[config.mk]
export PLATFORM = sky130hd
export DESIGN_NAME = qcs_sequencer
export DESIGN_NICKNAME = d
export VERILOG_FILES = /design/src/rtl/qcs_pkg.sv /design/src/rtl/qcs_squash_resolve.sv /design/src/rtl/qcs_fwd_tracker.sv /design/src/rtl/qcs_slot_ctrl.sv /design/src/rtl/qcs_sequencer.sv
export SDC_FILE = /design/constraint.sdc
export NUM_CORES = 1
export LEC_CHECK = 0
export ABC_AREA = 1
export BUFFER_PORTS_ARGS = -buffer_cell sky130_fd_sc_hd__buf_2
export CORE_ASPECT_RATIO = 0.5
export CORE_MARGIN = 4
export CORE_UTILIZATION = 35
export CTS_BUF_LIST = sky130_fd_sc_hd__clkbuf_8
export CTS_CLUSTER_DIAMETER = 40
export DETAILED_ROUTE_END_ITERATION = 8
export SLEW_MARGIN = 20
export SYNTH_ARGS = -nofsm -noshare
export SYNTH_HDL_FRONTEND = slang
export SYNTH_SLANG_ARGS = --single-unit
[constraint.sdc]
create_clock -name clk -period 2.5 [get_ports clk]
set_input_delay 0.125 -clock clk [delete_from_list [all_inputs] [get_ports clk]]
set_output_delay 0.125 -clock clk [all_outputs]
set_load 0.05 [all_outputs]
[src/rtl/qcs_pkg.sv]
package qcs_pkg;

    // State of one per-core slot
    typedef enum logic {
        SLOT_RUN  = 1'b0,
        SLOT_DONE = 1'b1
    } slot_state_e;

    // Why a slot restarts in a given cycle
    typedef struct packed {
        logic direct;
        logic spread;
    } squash_cause_t;

    // Distance of a slot from the commit pointer; 0 is the oldest
    function automatic int unsigned order_rank(input int unsigned slot,
                                               input int unsigned head,
                                               input int unsigned n);
        return (slot >= head) ? (slot - head) : (slot + n - head);
    endfunction

    // Commit pointer successor, wrapping at n
    function automatic int unsigned step_wrap(input int unsigned h,
                                              input int unsigned n);
        return (h + 1 >= n) ? 0 : h + 1;
    endfunction

endpackage

[src/rtl/qcs_squash_resolve.sv]
module qcs_squash_resolve
    import qcs_pkg::*;
#(
    parameter int N_SLOTS = 4,
    parameter int IDX_W   = 2
)(
    input  logic [IDX_W-1:0]   head_i,
    input  logic               cfl_valid_i,
    input  logic [IDX_W-1:0]   cfl_a_i,
    input  logic [IDX_W-1:0]   cfl_b_i,
    input  logic [N_SLOTS-1:0] fwd_out_i,
    output logic [N_SLOTS-1:0] squash_o
);

    logic [IDX_W-1:0] rank_w [N_SLOTS];
    logic [IDX_W-1:0] rank_a;
    logic [IDX_W-1:0] rank_b;
    logic [IDX_W-1:0] victim;
    logic             evt_ok;
    logic [N_SLOTS-1:0] direct_w;
    squash_cause_t      cause [N_SLOTS];

    for (genvar i = 0; i < N_SLOTS; i++) begin : g_rank
        assign rank_w[i] = IDX_W'(order_rank(i, 32'(head_i), N_SLOTS));
    end

    always_comb begin
        rank_a = IDX_W'(order_rank(32'(cfl_a_i), 32'(head_i), N_SLOTS));
        rank_b = IDX_W'(order_rank(32'(cfl_b_i), 32'(head_i), N_SLOTS));
        evt_ok = cfl_valid_i && (cfl_a_i != cfl_b_i)
                 && (32'(cfl_a_i) < N_SLOTS) && (32'(cfl_b_i) < N_SLOTS);
        // The younger quantum of the pair always loses
        victim = (rank_a > rank_b) ? cfl_a_i : cfl_b_i;
    end

    for (genvar i = 0; i < N_SLOTS; i++) begin : g_direct
        assign direct_w[i] = evt_ok && (victim == IDX_W'(i));
    end

    // A restarted quantum that fed data onward drags every younger one along
    always_comb begin
        for (int j = 0; j < N_SLOTS; j++) begin
            cause[j].direct = direct_w[j];
            cause[j].spread = 1'b0;
            for (int i = 0; i < N_SLOTS; i++) begin
                if (direct_w[i] && fwd_out_i[i] && (rank_w[i] < rank_w[j]))
                    cause[j].spread = 1'b1;
            end
        end
    end

    for (genvar j = 0; j < N_SLOTS; j++) begin : g_out
        assign squash_o[j] = cause[j].direct | cause[j].spread;
    end

endmodule

[src/rtl/qcs_fwd_tracker.sv]
module qcs_fwd_tracker
    import qcs_pkg::*;
#(
    parameter int N_SLOTS = 4,
    parameter int IDX_W   = 2
)(
    input  logic               clk,
    input  logic               rst,
    input  logic               fwd_valid_i,
    input  logic [IDX_W-1:0]   fwd_src_i,
    input  logic [IDX_W-1:0]   fwd_dst_i,
    input  logic [IDX_W-1:0]   head_i,
    input  logic [N_SLOTS-1:0] squash_i,
    input  logic [N_SLOTS-1:0] commit_i,
    output logic [N_SLOTS-1:0] fwd_out_o
);

    // link_q[s][d]: slot d consumed uncommitted data of slot s
    logic [N_SLOTS-1:0][N_SLOTS-1:0] link_q;
    logic [IDX_W-1:0] rank_w [N_SLOTS];
    logic [IDX_W-1:0] rank_src;
    logic [IDX_W-1:0] rank_dst;
    logic             in_range;
    logic             take;

    for (genvar i = 0; i < N_SLOTS; i++) begin : g_rank
        assign rank_w[i] = IDX_W'(order_rank(i, 32'(head_i), N_SLOTS));
    end

    always_comb begin
        rank_src = IDX_W'(order_rank(32'(fwd_src_i), 32'(head_i), N_SLOTS));
        rank_dst = IDX_W'(order_rank(32'(fwd_dst_i), 32'(head_i), N_SLOTS));
        in_range = (32'(fwd_src_i) < N_SLOTS) && (32'(fwd_dst_i) < N_SLOTS);
        take     = 1'b0;
        if (fwd_valid_i && in_range && (rank_src < rank_dst)) begin
            take = !squash_i[fwd_src_i] && !squash_i[fwd_dst_i]
                   && !commit_i[fwd_src_i];
        end
    end

    always_ff @(posedge clk) begin
        if (rst) begin
            link_q <= '0;
        end else begin
            for (int s = 0; s < N_SLOTS; s++) begin
                for (int d = 0; d < N_SLOTS; d++) begin
                    if (squash_i[s] || squash_i[d] || commit_i[s])
                        link_q[s][d] <= 1'b0;
                    else if (take && (fwd_src_i == IDX_W'(s))
                                  && (fwd_dst_i == IDX_W'(d)))
                        link_q[s][d] <= 1'b1;
                end
            end
        end
    end

    for (genvar s = 0; s < N_SLOTS; s++) begin : g_row
        assign fwd_out_o[s] = |link_q[s];
        for (genvar d = 0; d < N_SLOTS; d++) begin : g_col
            AST_LINK_ORDERED: assert property (@(posedge clk) disable iff (rst)
                link_q[s][d] |-> (rank_w[s] < rank_w[d]));
        end
    end

endmodule

[src/rtl/qcs_slot_ctrl.sv]
module qcs_slot_ctrl
    import qcs_pkg::*;
#(
    parameter int N_SLOTS = 4,
    parameter int IDX_W   = 2
)(
    input  logic               clk,
    input  logic               rst,
    input  logic [N_SLOTS-1:0] done_i,
    input  logic [N_SLOTS-1:0] squash_i,
    output logic [N_SLOTS-1:0] commit_now_o,
    output logic [N_SLOTS-1:0] hold_o,
    output logic [N_SLOTS-1:0] commit_o,
    output logic [N_SLOTS-1:0] squash_o,
    output logic [IDX_W-1:0]   head_o
);

    logic [IDX_W-1:0] head_q;

    for (genvar i = 0; i < N_SLOTS; i++) begin : g_slot
        slot_state_e st_q;

        // Restart beats retirement and beats a fresh finish
        assign commit_now_o[i] = (head_q == IDX_W'(i)) && (st_q == SLOT_DONE)
                                 && !squash_i[i];
        assign hold_o[i]       = (st_q == SLOT_DONE);

        always_ff @(posedge clk) begin
            if (rst)
                st_q <= SLOT_RUN;
            else if (squash_i[i] || commit_now_o[i])
                st_q <= SLOT_RUN;
            else if (done_i[i])
                st_q <= SLOT_DONE;
        end

        AST_RESTART_DROPS_HOLD: assert property (@(posedge clk) disable iff (rst)
            squash_o[i] |-> !hold_o[i]);
        AST_COMMIT_AFTER_FINISH: assert property (@(posedge clk) disable iff (rst)
            commit_o[i] |-> $past(hold_o[i]));
    end

    always_ff @(posedge clk) begin
        if (rst) begin
            head_q   <= '0;
            commit_o <= '0;
            squash_o <= '0;
        end else begin
            if (|commit_now_o)
                head_q <= IDX_W'(step_wrap(32'(head_q), N_SLOTS));
            commit_o <= commit_now_o;
            squash_o <= squash_i;
        end
    end

    assign head_o = head_q;

    AST_SINGLE_COMMIT: assert property (@(posedge clk) disable iff (rst)
        $onehot0(commit_o));
    AST_COMMIT_AT_HEAD: assert property (@(posedge clk) disable iff (rst)
        (|commit_o) |-> (commit_o == (N_SLOTS'(1) << $past(head_q))));
    AST_HEAD_ADVANCE: assert property (@(posedge clk) disable iff (rst)
        (|commit_o) |-> (head_q == IDX_W'(step_wrap(32'($past(head_q)), N_SLOTS))));
    AST_HEAD_STILL: assert property (@(posedge clk) disable iff (rst)
        !(|commit_o) |-> $stable(head_q));

endmodule

[src/rtl/qcs_sequencer.sv]
module qcs_sequencer
    import qcs_pkg::*;
#(
    parameter  int N_SLOTS = 4,
    localparam int IDX_W   = (N_SLOTS > 1) ? $clog2(N_SLOTS) : 1
)(
    input  logic               clk,
    input  logic               rst,
    input  logic [N_SLOTS-1:0] done_i,
    input  logic               cfl_valid_i,
    input  logic [IDX_W-1:0]   cfl_a_i,
    input  logic [IDX_W-1:0]   cfl_b_i,
    input  logic               fwd_valid_i,
    input  logic [IDX_W-1:0]   fwd_src_i,
    input  logic [IDX_W-1:0]   fwd_dst_i,
    output logic [N_SLOTS-1:0] commit_o,
    output logic [N_SLOTS-1:0] squash_o,
    output logic [N_SLOTS-1:0] hold_o,
    output logic [IDX_W-1:0]   head_o
);

    logic [N_SLOTS-1:0] squash_w;
    logic [N_SLOTS-1:0] commit_now_w;
    logic [N_SLOTS-1:0] fwd_out_w;
    logic [IDX_W-1:0]   head_w;

    qcs_squash_resolve #(.N_SLOTS(N_SLOTS), .IDX_W(IDX_W)) u_resolve (
        .head_i      (head_w),
        .cfl_valid_i (cfl_valid_i),
        .cfl_a_i     (cfl_a_i),
        .cfl_b_i     (cfl_b_i),
        .fwd_out_i   (fwd_out_w),
        .squash_o    (squash_w)
    );

    qcs_fwd_tracker #(.N_SLOTS(N_SLOTS), .IDX_W(IDX_W)) u_fwd (
        .clk         (clk),
        .rst         (rst),
        .fwd_valid_i (fwd_valid_i),
        .fwd_src_i   (fwd_src_i),
        .fwd_dst_i   (fwd_dst_i),
        .head_i      (head_w),
        .squash_i    (squash_w),
        .commit_i    (commit_now_w),
        .fwd_out_o   (fwd_out_w)
    );

    qcs_slot_ctrl #(.N_SLOTS(N_SLOTS), .IDX_W(IDX_W)) u_slots (
        .clk          (clk),
        .rst          (rst),
        .done_i       (done_i),
        .squash_i     (squash_w),
        .commit_now_o (commit_now_w),
        .hold_o       (hold_o),
        .commit_o     (commit_o),
        .squash_o     (squash_o),
        .head_o       (head_w)
    );

    assign head_o = head_w;

    AST_HEAD_NEVER_RESTARTED: assert property (@(posedge clk) disable iff (rst)
        !squash_w[head_w]);
    AST_NO_DOUBLE_STROBE: assert property (@(posedge clk) disable iff (rst)
        (commit_o & squash_o) == '0);

endmodule

==> metrics.md <==
| Metric | Value |
|---|---|
| Status | `finished, violations left` |
| Violated checks | `setup timing` |
| Leak Pwr | `1.28 nW` |
| Die Span Y | `60.8 µm` |
| Synth area leader | `dfxtp_1` |
| RSZ-0062 raised after global routing | `true` |
| Largest net degree at the start of global routing | `17` |
| Reg-to-reg endpoint | `u_fwd.link_q[8]$_SDFFE_PP0P_` |
| Post-layout power | `3.49 mW` |
| Vias/cell | `approximately 4.8` |
| Routed WL per cell | `13.2 µm` |
| Final count of negative-setup-slack endpoints | `18` |
| RePlAce Congestion | `approximately 0.88` |
| Footprint of the multi-input gates | `1300 µm²` |
| Design area | `roughly 2700 µm²` |
| Fin. Hold Viols | `0` |
| I/O Buffers | `29` |
| WHS Endpoint | `u_slots.g_slot[0].st_q$_SDFFE_PP0P_` |
| Clk sinks | `30` |
| Worst setup SP type | `register` |
| Synth Register Bits | `30` |
| # IOs | `30` |
| CTS Buffer Depth | `2` |
| Ant. Diodes | `0` |
| DRT Pass-1 Iters | `4` |
| Initial antenna violation count | `0` |
| Synthesized area per cell | `6.98 µm²` |
| Max Cap Viol | `0` |
| Fmax | `369 MHz` |
| FP Rows | `18` |
| Drt total wl | `5270 µm` |
| Fill cell count | `~470` |
| Core Footprint | `5160 µm²` |
| Hold Path Class | `in2reg` |
| Minimum clock period after layout | `2710 ps` |
| P&R area growth vs syn | `35.9%` |
| Tcrit/Tclk final | `108%` |
| Pwr/cell area | `1310 nW/µm²` |
| Pre-CTS WS | `-251 ps` |
| Drt drc | `0` |
| Register area | `608 µm²` |
| Initial Util | `37.9%` |
| Share of post-route cells with drive strength above 1 | `36.1%` |
| Die width | `114 µm` |
| Via count of the first global-routing pass | `1783` |
| CTS tree | `done` |
| Fin Clk Skew | `approximately 7.9 ps` |
| GRT Util Overall | `16.1%` |
| CP Max Fanout | `8` |
| Reg2reg setup slack | `-210 ps` |
| Synth cell types | `28` |
| Hpwl dp | `4120 µm` |
| Starting DRT DRC Count | `81` |
| Setup TNS | `-3090 ps` |
| Total number of yosys warnings | `0` |
| Clock latency on the worst-skew pair | `a little under 300 ps` |
| Hold path depth | `3` |
| Sum of buffers and inverters on the critical path | `0` |
| CP delay by family, top | `simple AND/OR/NAND/NOR gates` |
| Cell Area, Synth | `roughly 2000 µm²` |
| Dpl cells | `391` |
| Peak supply drop | `approximately 0.57 mV` |
| Sequential area share after synthesis | `a little under a third` |
| Total gr overflow | `0` |
| Max-slew violations | `0` |
| Crit end category | `register` |
| Worst-Margin Slew | `436 ps` |
| Placed cell areas | `around 2400 µm²` |
| CP Class | `reg2reg` |
| CTS Buf Count | `5` |
| Req. time, crit path | `2730 ps` |
| Reg-to-Reg Start | `u_slots.head_o[0]$_SDFFE_PP0P_` |
| Via count | `1917` |
| Synth top area share | `30.7%` |
| Area of the die | `6910 µm²` |
| Top cells by area, synth | `dfxtp_1 (31%), nand2_1 (11%), nand4_1 (10%)` |
| Critical path's largest stage delay | `370 ps` |
| Slew HR | `70.8%` |
| Min-delay src | `done_i[0]` |
| H-tree depth | `2` |
| Clk slew on worst S/H paths | `70 ps` |
| Setup ws final | `-207 ps` |
| Final Non-Filler Cells | `400` |
| Root buffer cell | `clkbuf_8` |
| Synth Instances | `280` |
| Crit path cell chain | `ha_4, xnor2_2, xor2_1, ha_1, nand2_1, nand2_2, nand2_4, nand2_1, o21ai_4, nand4_1, nand2_2, nor2_4, nand2_1, nand2_2, nand2_4, nor2_4, nand4_1, a21oi_1` |
| Slowest CP cell | `dfxtp_4` |
| Nets | `359` |
| Worst EP arrival | `2930 ps` |
| Worst-case reg-to-reg path depth | `18` |
| Post-Syn Nets | `between 300 and 400` |
| Global-route wire length before repair | `8580 µm` |
| Antenna Nets Post-Route | `0` |
## report_power, final
part | internal, mW | total, mW | switching [mW]
registers | 0.563 | 0.610 | 0.0470
clock network | 0.425 | 0.630 | 0.205
logic | 0.793 | 2.25 | 1.46
## state kept, by name (all words and copies together), names as in the netlist
name and flops:
u_fwd.link_q 16, u_slots.commit_o 4, u_slots.g_slot.st_q 4, u_slots.squash_o 4
u_slots.head_o 2
## cell usage in the layout (no fill, tap or decap), types with 2 or more instances in the layout
cell       instances
a21oi_1           14
a21oi_2            3
buf_2             29
buf_4             15
buf_6              3
bufinv_16          2
clkbuf_8           6
dfxtp_1           28
dfxtp_4            2
ha_1              12
ha_4               2
inv_1             47
inv_2              7
nand2_1           43
nand2_2           17
nand2_4            5
nand3_1            2
nand3_2            4
nand4_1           32
nor2_1            21
nor2_2             6
nor2_4             6
nor3_4             3
o21ai_1            3
o22ai_1            2
xnor2_1            2
xnor2_2            2
xor2_1             4
## final cells by class
type | instances | area share [%]
multi-input combinational | 190 | 49.1
sequential | 30 | 22.9
timing repair buffer | 48 | 11.7
inverter | 54 | 7.63
tap | 70 | 3.30
clock buffer | 6 | 3.11
clock inverter | 2 | 2.26
## stage by stage
step,utilization (%),hold slack [ps]
floorplan,-,254
global placement,45.6,345
detailed placement,45.6,348
CTS,49.2,51.1
global route,51.5,48.6
finish,51.5,57.2
## worst max path at each step
stage | from | to | slack, ps | depth (start not counted)
after floorplan | u_slots.head_o[0]$_SDFFE_PP0P_ | u_fwd.link_q[5]$_SDFFE_PP0P_ | -100 | 20
final | u_slots.head_o[0]$_SDFFE_PP0P_ | u_fwd.link_q[8]$_SDFFE_PP0P_ | -210 | 18
after global routing | u_slots.head_o[0]$_SDFFE_PP0P_ | u_slots.head_o[0]$_SDFFE_PP0P_ | -470 | 21
after CTS | u_slots.head_o[0]$_SDFFE_PP0P_ | u_fwd.link_q[8]$_SDFFE_PP0P_ | -190 | 18
after global placement | u_slots.head_o[0]$_SDFFE_PP0P_ | u_slots.head_o[0]$_SDFFE_PP0P_ | -180 | 19
after detailed placement | u_slots.head_o[0]$_SDFFE_PP0P_ | u_slots.head_o[0]$_SDFFE_PP0P_ | -250 | 19
## Yosys cell counts
| cell type | count |
|---|---|
| xnor2_1 | 4 |
| nand3_2 | 1 |
| or2_2 | 1 |
| nand2_4 | 2 |
| nor2_1 | 26 |
| a21oi_1 | 17 |
| nor2_8 | 1 |
| a211oi_1 | 1 |
| inv_1 | 49 |
| o22ai_1 | 2 |
| clkbuf_1 | 1 |
| dfxtp_1 | 30 |
| buf_8 | 1 |
| ha_1 | 14 |
| xor2_1 | 4 |
| buf_4 | 5 |
| clkinv_1 | 1 |
| o21ai_1 | 2 |
| nand3_1 | 6 |
| nand2_2 | 6 |
| nor2_4 | 3 |
| nand2_1 | 57 |
| nor2_2 | 3 |
| inv_2 | 4 |
| nand4_1 | 32 |
| nor3_1 | 4 |
| o21ai_2 | 2 |
| o21ai_0 | 1 |
## cells by family after synthesis
group	synth area share, %
and+or+nand+nor	36.4
buffers and inverters	13.3
DFF	30.7
AOI/OAI and AO/OA	7.05
adders and majority gates	8.97
xor gates and xnor gates	3.59
## layer usage
metal,up-vias,routed length (µm),track usage [%]
li1,990,-,-
met1,863,2380,21.7
met2,58,2410,24.9
met3,6,403,3.98
met4,0,78,6.85
met5,-,0,0
## worst min-delay path, delay by kind of cell
| kind | cells | cell delay, ps |
|---|---|---|
| simple gates | 2 | 120 |
| buf+inv | 1 | 80 |
## repair_timing
item                       4_1_cts  5_1_grt
pin swaps                        3       20
hold buffers                     0        0
buffers inserted                 0        2
cloned                           1        0
setup endpoints to repair       21       23
resized for setup                7       34
(Power assumes the default switching activity.)
